==> config.mk <==
export PLATFORM = sky130hd
export DESIGN_NAME = mbus_burst_slave
export DESIGN_NICKNAME = d
export VERILOG_FILES = /design/src/rtl/mbs_pkg.sv /design/src/rtl/mbs_sync.sv /design/src/rtl/mbs_addr_track.sv /design/src/rtl/mbs_cycle_fsm.sv /design/src/rtl/mbus_burst_slave.sv
export SDC_FILE = /design/constraint.sdc
export NUM_CORES = 1
export LEC_CHECK = 0
export BUFFER_PORTS_ARGS = -buffer_cell sky130_fd_sc_hd__buf_4
export CORE_ASPECT_RATIO = 1.2
export CORE_MARGIN = 2
export CORE_UTILIZATION = 50
export DETAILED_ROUTE_END_ITERATION = 10
export PLACE_DENSITY = 0.78
export SETUP_SLACK_MARGIN = 0.1
export SLEW_MARGIN = 10
export SYNTH_ARGS = -nofsm -noshare
export SYNTH_HDL_FRONTEND = slang
export SYNTH_SLANG_ARGS = --single-unit
==> constraint.sdc <==
create_clock -name clk -period 3.4 [get_ports clk]
set_input_delay 0.68 -clock clk [delete_from_list [all_inputs] [get_ports clk]]
set_output_delay 0.68 -clock clk [all_outputs]
set_load 0.02 [all_outputs]
==> src/rtl/mbs_pkg.sv <==
package mbs_pkg;

  // Phases of one data-strobe cycle as seen in the core domain
  typedef enum logic [1:0] {
    CYC_IDLE   = 2'd0,
    CYC_ACCESS = 2'd1,
    CYC_HOLD   = 2'd2
  } cyc_state_e;

endpackage

==> src/rtl/mbs_sync.sv <==
module mbs_sync #(
  parameter int              WIDTH   = 1,
  parameter int              STAGES  = 2,
  parameter logic [WIDTH-1:0] RST_VAL = '1
) (
  input  logic             clk,
  input  logic             rst_n,
  input  logic [WIDTH-1:0] d,
  output logic [WIDTH-1:0] q
);

  // one independent flop chain per bit
  for (genvar g = 0; g < WIDTH; g++) begin : g_lane
    logic [STAGES-1:0] chain;
    always_ff @(posedge clk or negedge rst_n) begin
      if (!rst_n) chain <= {STAGES{RST_VAL[g]}};
      else        chain <= {chain[STAGES-2:0], d[g]};
    end
    assign q[g] = chain[STAGES-1];
  end

endmodule

==> src/rtl/mbs_addr_track.sv <==
module mbs_addr_track #(
  parameter int AW = 9
) (
  input  logic          clk,
  input  logic          rst_n,
  input  logic          as_fall_ok,
  input  logic          acc_start,
  input  logic [AW-1:0] bus_addr,
  output logic [AW-1:0] addr_q
);

  logic first_q;

  // next location of a burst; wraps naturally at the top of the space
  function automatic logic [AW-1:0] step_addr(input logic [AW-1:0] a);
    return a + AW'(1);
  endfunction

  always_ff @(posedge clk or negedge rst_n) begin
    if (!rst_n) begin
      addr_q  <= '0;
      first_q <= 1'b1;
    end else if (as_fall_ok) begin
      addr_q  <= bus_addr;
      first_q <= 1'b1;
    end else if (acc_start) begin
      if (!first_q) addr_q <= step_addr(addr_q);
      first_q <= 1'b0;
    end
  end

  // capture on address strobe
  p_capture_r2: assert property (@(posedge clk) disable iff (!rst_n)
    as_fall_ok |=> addr_q == $past(bus_addr));

  // later cycles move the address by exactly one
  p_step_r5: assert property (@(posedge clk) disable iff (!rst_n)
    (acc_start && !first_q && !as_fall_ok) |=> (addr_q - $past(addr_q)) == AW'(1));

  // top of space wraps to zero
  p_wrap_r6: assert property (@(posedge clk) disable iff (!rst_n)
    (acc_start && !first_q && !as_fall_ok && (&addr_q)) |=> addr_q == '0);

  // first access after a capture leaves the address untouched
  p_first_hold_r2: assert property (@(posedge clk) disable iff (!rst_n)
    (acc_start && first_q && !as_fall_ok) |=> $stable(addr_q));

endmodule

==> src/rtl/mbs_cycle_fsm.sv <==
module mbs_cycle_fsm
  import mbs_pkg::*;
#(
  parameter int DW = 8
) (
  input  logic          clk,
  input  logic          rst_n,
  input  logic          ds_fall,
  input  logic          ds_high,
  input  logic          cs_low,
  input  logic          rnw_s,
  input  logic [DW-1:0] bus_data_i,
  input  logic [DW-1:0] reg_rdata,
  output logic          acc_start,
  output logic          reg_we,
  output logic [DW-1:0] reg_wdata,
  output logic [DW-1:0] data_o,
  output logic          data_oe,
  output logic          ack_n,
  output logic          in_hold
);

  cyc_state_e state;
  logic       rnw_l;

  assign acc_start = (state == CYC_IDLE) && ds_fall && cs_low;

  always_ff @(posedge clk or negedge rst_n) begin
    if (!rst_n) begin
      state     <= CYC_IDLE;
      rnw_l     <= 1'b1;
      reg_wdata <= '0;
      data_o    <= '0;
    end else begin
      unique case (state)
        CYC_IDLE: if (acc_start) begin
          state     <= CYC_ACCESS;
          rnw_l     <= rnw_s;
          reg_wdata <= bus_data_i;
        end
        CYC_ACCESS: begin
          data_o <= reg_rdata;
          state  <= CYC_HOLD;
        end
        CYC_HOLD: if (ds_high) state <= CYC_IDLE;
        default: state <= CYC_IDLE;
      endcase
    end
  end

  assign in_hold = (state == CYC_HOLD);
  assign reg_we  = (state == CYC_ACCESS) && !rnw_l;
  assign ack_n   = !in_hold;
  assign data_oe = in_hold && rnw_l && cs_low;

  // a write strobe never lasts two cycles
  p_single_we_r4: assert property (@(posedge clk) disable iff (!rst_n)
    reg_we |=> !reg_we);

  // drive only while acknowledging a read with chip select low
  p_oe_guard_r8: assert property (@(posedge clk) disable iff (!rst_n)
    data_oe |-> (!ack_n && cs_low && rnw_l));

  // acknowledge only follows a completed access
  p_ack_after_access_r7: assert property (@(posedge clk) disable iff (!rst_n)
    $fell(ack_n) |-> $past(state == CYC_ACCESS));

endmodule

==> src/rtl/mbus_burst_slave.sv <==
module mbus_burst_slave #(
  parameter int AW          = 9,
  parameter int DW          = 8,
  parameter int SYNC_STAGES = 2
) (
  input  logic          clk,
  input  logic          rst_n,
  input  logic          bus_cs_n,
  input  logic          bus_as_n,
  input  logic          bus_ds_n,
  input  logic          bus_rnw,
  input  logic [AW-1:0] bus_addr,
  input  logic [DW-1:0] bus_data_i,
  output logic [DW-1:0] bus_data_o,
  output logic          bus_data_oe,
  output logic          bus_ack_n,
  output logic [AW-1:0] reg_addr,
  output logic          reg_we,
  output logic [DW-1:0] reg_wdata,
  input  logic [DW-1:0] reg_rdata
);

  localparam int NSTB = 4;

  logic [NSTB-1:0] stb_raw, stb_s;
  logic cs_s, as_s, ds_s, rnw_s;
  logic as_prev, ds_prev;
  logic as_fall, ds_fall, ds_rise;
  logic as_fall_ok, acc_start, in_hold;

  assign stb_raw = {bus_rnw, bus_ds_n, bus_as_n, bus_cs_n};
  assign {rnw_s, ds_s, as_s, cs_s} = stb_s;

  mbs_sync #(.WIDTH(NSTB), .STAGES(SYNC_STAGES), .RST_VAL('1)) u_sync (
    .clk(clk), .rst_n(rst_n), .d(stb_raw), .q(stb_s));

  always_ff @(posedge clk or negedge rst_n) begin
    if (!rst_n) begin
      as_prev <= 1'b1;
      ds_prev <= 1'b1;
    end else begin
      as_prev <= as_s;
      ds_prev <= ds_s;
    end
  end

  assign as_fall    = as_prev && !as_s;
  assign ds_fall    = ds_prev && !ds_s;
  assign ds_rise    = !ds_prev && ds_s;
  assign as_fall_ok = as_fall && !cs_s;

  mbs_addr_track #(.AW(AW)) u_addr (
    .clk(clk), .rst_n(rst_n), .as_fall_ok(as_fall_ok), .acc_start(acc_start),
    .bus_addr(bus_addr), .addr_q(reg_addr));

  mbs_cycle_fsm #(.DW(DW)) u_fsm (
    .clk(clk), .rst_n(rst_n), .ds_fall(ds_fall), .ds_high(ds_s), .cs_low(!cs_s),
    .rnw_s(rnw_s), .bus_data_i(bus_data_i), .reg_rdata(reg_rdata),
    .acc_start(acc_start), .reg_we(reg_we), .reg_wdata(reg_wdata),
    .data_o(bus_data_o), .data_oe(bus_data_oe), .ack_n(bus_ack_n), .in_hold(in_hold));

  // a synchronized strobe release drops the acknowledge on the next edge
  p_release_r7: assert property (@(posedge clk) disable iff (!rst_n)
    (ds_rise && in_hold) |=> (bus_ack_n && !bus_data_oe));

  // an idle slave stays silent while deselected
  p_deselect_r9: assert property (@(posedge clk) disable iff (!rst_n)
    (cs_s && bus_ack_n) |=> (bus_ack_n && !reg_we));

endmodule

==> metrics, run 1 <==
Post-Place Cells=204; Pleak=0.964 nW; required time of the critical path=2.72 ns; Core Util, Final=70.3%; worst hold path type=primary input to asynchronous set/reset pin; initial core utilization=51.1%; die area=0.00353 mm^2; IO Port Bufs=58; total gr overflow=0; Worst-Skew Late Latency=0.34 ns; vias in the first global route=1125; Worst VDD drop=0.543 mV; die outline height=64.7 um; FF-to-FF Start=ds_prev; Avg Inst Size Synth=13.7 um^2; TritonCTS clock tree=yes; placed inst area=0.00201 mm^2; endpoint class of the critical path=primary output; fmax=0.460 GHz; design area=0.00211 mm^2; hold_buf cts=0; HPWL after DPL=2140 um; Vias=1083; Final Hold Violating Endpoints=0; Mapped Cells=112; period utilization=63.9%; power density over cell area=650 mW/mm^2; FF+latch area=991 um^2; Post-synth EDFFs=0; Iteration-0 DRC Markers=6; Worst setup startpoint=u_fsm.state[1]; Final ANT Viol Nets=0; Area growth syn-to-layout=37.6%; root buffer cell=clkbuf_4; CTS H-tree lvls=2; setup_tns=0 ns; most common cell after layout, fill and taps aside=buf_4; status=complete, no violations; Yosys cell types=28; DRT Pass-1 Iters=4; GPL Wtd Cong=0.696; ANT cells=0; fin cells=212; CORE AREA=0.00300 mm^2; number of clock sinks=39; Total Wirelength=2910 um; CP Class=flip-flop to primary output; Max Root-Sink Buffers=2; post-layout min period=2.17 ns; Synthesized Nets=144; aggregate global-route resource usage=19.6%; share of cells above drive strength 1=55.1%; global-route wire length before repair=4900 um; # fillers=226; number of max-cap violations=0; area of the multi-input gates=526 um^2; Final Max Tran Viols=0; Syn. warnings=0; largest net degree at the start of global routing=40; Resized cells post-CTS=0; r2r setup slk=1.37 ns; CTS buffer count=5; chip width=54.5 um; most frequent cells in the layout=buf_4 (59), dfrtp_1 (27), mux2_2 (18), dfstp_2 (12), nand2_1 (10); row count=22; Min Hold Slack=0.273 ns; unrepaired setup endpoints after global routing=false; Slew Limit Headroom=43.2%; fin nets=207; # IOs=59; crit path DAT=1.49 ns; Synth Cell Area=0.00153 mm^2; initial antenna violation count=0; Seq/Total Area, Yosys=64.7%; Setup Skew=0.00605 ns; Clk pin slew, worst setup/hold paths=0.11 ns; top_reg_cell synth=dfrtp_1; Final setup viols=0; drt via density=5.11; number of synthesized register bits=39; Wirelength per Cell=13.7 um; Async S/R FF share, synth=100%; setup repair bufs after CTS=0; worst-path fanout max=10; Slew @ Worst Pin=0.840 ns; CP startpoint kind=flip-flop; Post-route DRC=0
logic make-up (layout without fill, tap and decap cells):
logic type	after synthesis	in the layout	share of synthesized area (%)
compound gates	10	10	3.26
xor+xnor	8	8	4.57
fa+ha+maj	1	1	0.816
buf+inv	4	68	1.06
flops	39	39	64.7
mux	19	19	13.9
simple gates	31	31	11.8
state kept, by name, indices dropped and copies added (netlist names):
| signal | cells |
|---|---|
| u_sync.g_lane.chain | 8 |
| u_addr.first_q | 1 |
| u_fsm.rnw_l | 1 |
| ds_prev | 1 |
| u_fsm.data_o | 8 |
| u_fsm.reg_wdata | 8 |
| u_fsm.state | 2 |
| as_prev | 1 |
| u_addr.addr_q | 9 |
final cells by class:
| type | count | area share (%) |
|---|---|---|
| multi-input cells | 69 | 24.9 |
| clock buffers | 6 | 1.96 |
| inverters | 1 | 0.178 |
| clock inverters | 2 | 2.85 |
| flip-flops and latches | 39 | 47.0 |
| repair buffers | 59 | 21.0 |
| well taps | 36 | 2.14 |
Yosys cell counts (2+ instances only):
library cell	n	area (um^2)
nand2b_1	2	12.5
o21ai_0	9	45.0
nand2_1	10	37.5
mux2_2	18	203
nor3b_1	2	15.0
xnor2_1	2	17.5
nand3_1	3	15.0
nor2_1	2	7.51
nor4b_1	2	17.5
dfrtp_1	27	676
dfstp_2	12	315
clkbuf_1	2	7.51
xor2_1	6	52.6
worst max-delay path, stage by stage, from the launching register on:
cell and delay, ns:
dfrtp_1 0.45, or2b_1 0.40, nor2_1 0.15, buf_4 0.15
power by group:
part | total [mW] | switching (mW) | leakage, nW | internal [mW]
Combinational | 0.371 | 0.184 | 0.460 | 0.187
Sequential | 0.627 | 0.0676 | 0.451 | 0.560
Clock | 0.373 | 0.143 | 0.0525 | 0.229
Total | 1.37 | 0.395 | 0.964 | 0.976
metal layers:
layer | global-route usage, % | share of wire [%]
met2 | 31.9 | 51
met4 | 8.75 | 1.0
met5 | 0 | 0
met3 | 6.45 | 7.6
met1 | 22.7 | 41
worst paths after layout:
kind | to | cells past startpoint
setup / recovery | reg_we | 3
hold / removal | u_addr.addr_q[1] | 1
setup reg to reg | u_fsm.reg_wdata[7] | 3
hold reg to reg | u_sync.g_lane[3].chain[1] | 0
max in group asynchronous | u_sync.g_lane[3].chain[1] | 1
min in group clk | u_sync.g_lane[3].chain[1] | 0
per-stage QoR:
stage / power [mW] / setup WS [ns]
3_3_place_gp: 0.995 / 1.44
4_1_cts: 1.39 / 1.20
5_1_grt: 1.44 / 1.09
3_5_place_dp: 1.01 / 1.41
2_1_floorplan: 0.819 / 1.52
6_report: 1.37 / 1.23
(Power assumes the default switching activity.)
==> inputs of run 2 (changes only) <==
--- a/config.mk
+++ b/config.mk
@@ -8,9 +8,9 @@
 export BUFFER_PORTS_ARGS = -buffer_cell sky130_fd_sc_hd__buf_4
 export CORE_ASPECT_RATIO = 1.2
 export CORE_MARGIN = 2
-export CORE_UTILIZATION = 50
+export CORE_UTILIZATION = 47
 export DETAILED_ROUTE_END_ITERATION = 10
-export PLACE_DENSITY = 0.78
+export PLACE_DENSITY = 0.74
 export SETUP_SLACK_MARGIN = 0.1
 export SLEW_MARGIN = 10
 export SYNTH_ARGS = -nofsm -noshare
==> constraint.sdc (replaced) <==
create_clock -name clk -period 2.16 [get_ports clk]
set_input_delay 0.432 -clock clk [delete_from_list [all_inputs] [get_ports clk]]
set_output_delay 0.432 -clock clk [all_outputs]
set_load 0.02 [all_outputs]
==> run 2 against run 1 <==
Compared with the run above: sequential share of layout area down 0.14 points; worst hold slack worse by 0.24 ns; non-clock buffer count up 2.
==> metrics, run 2 (synthesized netlist as in run 1, its figures left out) <==
critical-path cell with the highest stage delay=or4b_1; max reg flops=9; Clk pin slew, worst setup/hold paths=0.11 ns; total gr overflow=0; CP startpoint kind=flip-flop; Final ANT Viol Nets=0; root buffer cell=clkbuf_4; initial core utilization=49.7%; Setup Skew=0.00404 ns; Final setup viols=0; # fillers=253; fin cells=214; Biggest register=u_addr.addr_q; Final Max Tran Viols=0; design area=0.00212 mm^2; global-route wire length before repair=4530 um; crit path DAT=2.17 ns; Buf/Inv on CP=0; Area growth syn-to-layout=38.0%; die area=0.00374 mm^2; ANT cells=0; most frequent cells in the layout=buf_4 (61), dfrtp_1 (27), mux2_2 (18), dfstp_2 (12), nand2_1 (10); Total Wirelength=2740 um; chip width=56.1 um; unrepaired setup endpoints after global routing=false; Wirelength per Cell=12.8 um; TritonCTS clock tree=yes; met1 Use GR=16.8%; DRT Pass-1 Iters=3; M3 GR Usage=6.02%; CP top delay family=simple AND/OR/NAND/NOR gates; power density over cell area=977 mW/mm^2; hold_buf cts=0; fmax=0.516 GHz; Max Root-Sink Buffers=2; CP Cell Sequence=or4b_1 -> nor4_1 -> xor2_1 -> mux2_2; setup_tns=0 ns; required time of the critical path=2.39 ns; Post-route DRC=0; aggregate global-route resource usage=15.8%; initial antenna violation count=0; die outline height=66.6 um; HPWL after DPL=2050 um; post-layout min period=1.94 ns; # IOs=59; share of cells above drive strength 1=56.7%; most crowded layer after global routing=met2; period utilization=89.7%; setup repair bufs after CTS=0; drt via density=4.98; Overall Power=2.07 mW; number of clock sinks=39; CTS buffer count=5; Iteration-0 DRC Markers=15; CORE AREA=0.00308 mm^2; number of max-cap violations=0; largest net degree at the start of global routing=40; endpoint class of the critical path=flip-flop; GPL Wtd Cong=0.705; Final Hold Violating Endpoints=0; Pleak=0.969 nW; worst-path fanout max=6; IO Port Bufs=58; slowest cell delay on critical path=0.54 ns; vias in the first global route=1062; placed inst area=0.00202 mm^2; Vias=1066; worst hold path type=primary input to asynchronous set/reset pin; Post-Place Cells=206; fin nets=209; grt met2 use=28.8%; most common cell after layout, fill and taps aside=buf_4; CTS H-tree lvls=2; row count=22; Worst-Skew Late Latency=0.34 ns; Worst VDD drop=0.895 mV; Slew Limit Headroom=52.1%; Resized cells post-CTS=0; Slew @ Worst Pin=0.708 ns; Core Util, Final=68.6%; status=complete, no violations; CP Class=flip-flop to flip-flop
-- run 2: report_power, final --
group | internal [mW] | leakage, nW | switching [mW]
registers | 0.881 | 0.451 | 0.0986
clock network | 0.274 | 0.0482 | 0.229
logic | 0.297 | 0.470 | 0.287
total | 1.45 | 0.969 | 0.615
-- run 2: metal layers --
metal | up-vias | routed length [um]
met2 | 36 | 1380
met3 | 5 | 192
met4 | 0 | 45
met5 | - | 0
met1 | 504 | 1130
li1 | 521 | -
-- run 2: per-stage QoR --
stage,hold WS [ns],setup slack (ns)
3_3_place_gp,0.346,0.273
2_1_floorplan,0.136,0.279
3_5_place_dp,0.347,0.238
4_1_cts,0.0371,0.218
5_1_grt,0.0683,0.129
6_report,0.0311,0.222
-- run 2: layout make-up --
| class | instances | area [um^2] | area share [%] |
|---|---|---|---|
| Inverter | 1 | 3.75 | 0.177 |
| Multi-Input combinational cell | 69 | 532 | 25.1 |
| Tap cell | 36 | 45.0 | 2.13 |
| Sequential cell | 39 | 991 | 46.8 |
| Clock inverter | 2 | 35.0 | 1.66 |
| Clock buffer | 6 | 51.3 | 2.42 |
| Timing Repair Buffer | 61 | 458 | 21.6 |
-- run 2: path summary, 6_finish.rpt --
path	start	slack (ns)	endpoint	depth (start not counted)
max	ds_prev	0.22	u_addr.addr_q[8]	4
min	rst_n	0.03	u_addr.addr_q[0]	1
max reg2reg	ds_prev	0.22	u_addr.addr_q[8]	4
min reg2reg	u_sync.g_lane[1].chain[0]	0.36	u_sync.g_lane[1].chain[1]	0
max in group asynchronous	rst_n	1.77	u_sync.g_lane[0].chain[1]	1
min in group clk	bus_ds_n	0.19	u_sync.g_lane[2].chain[0]	1
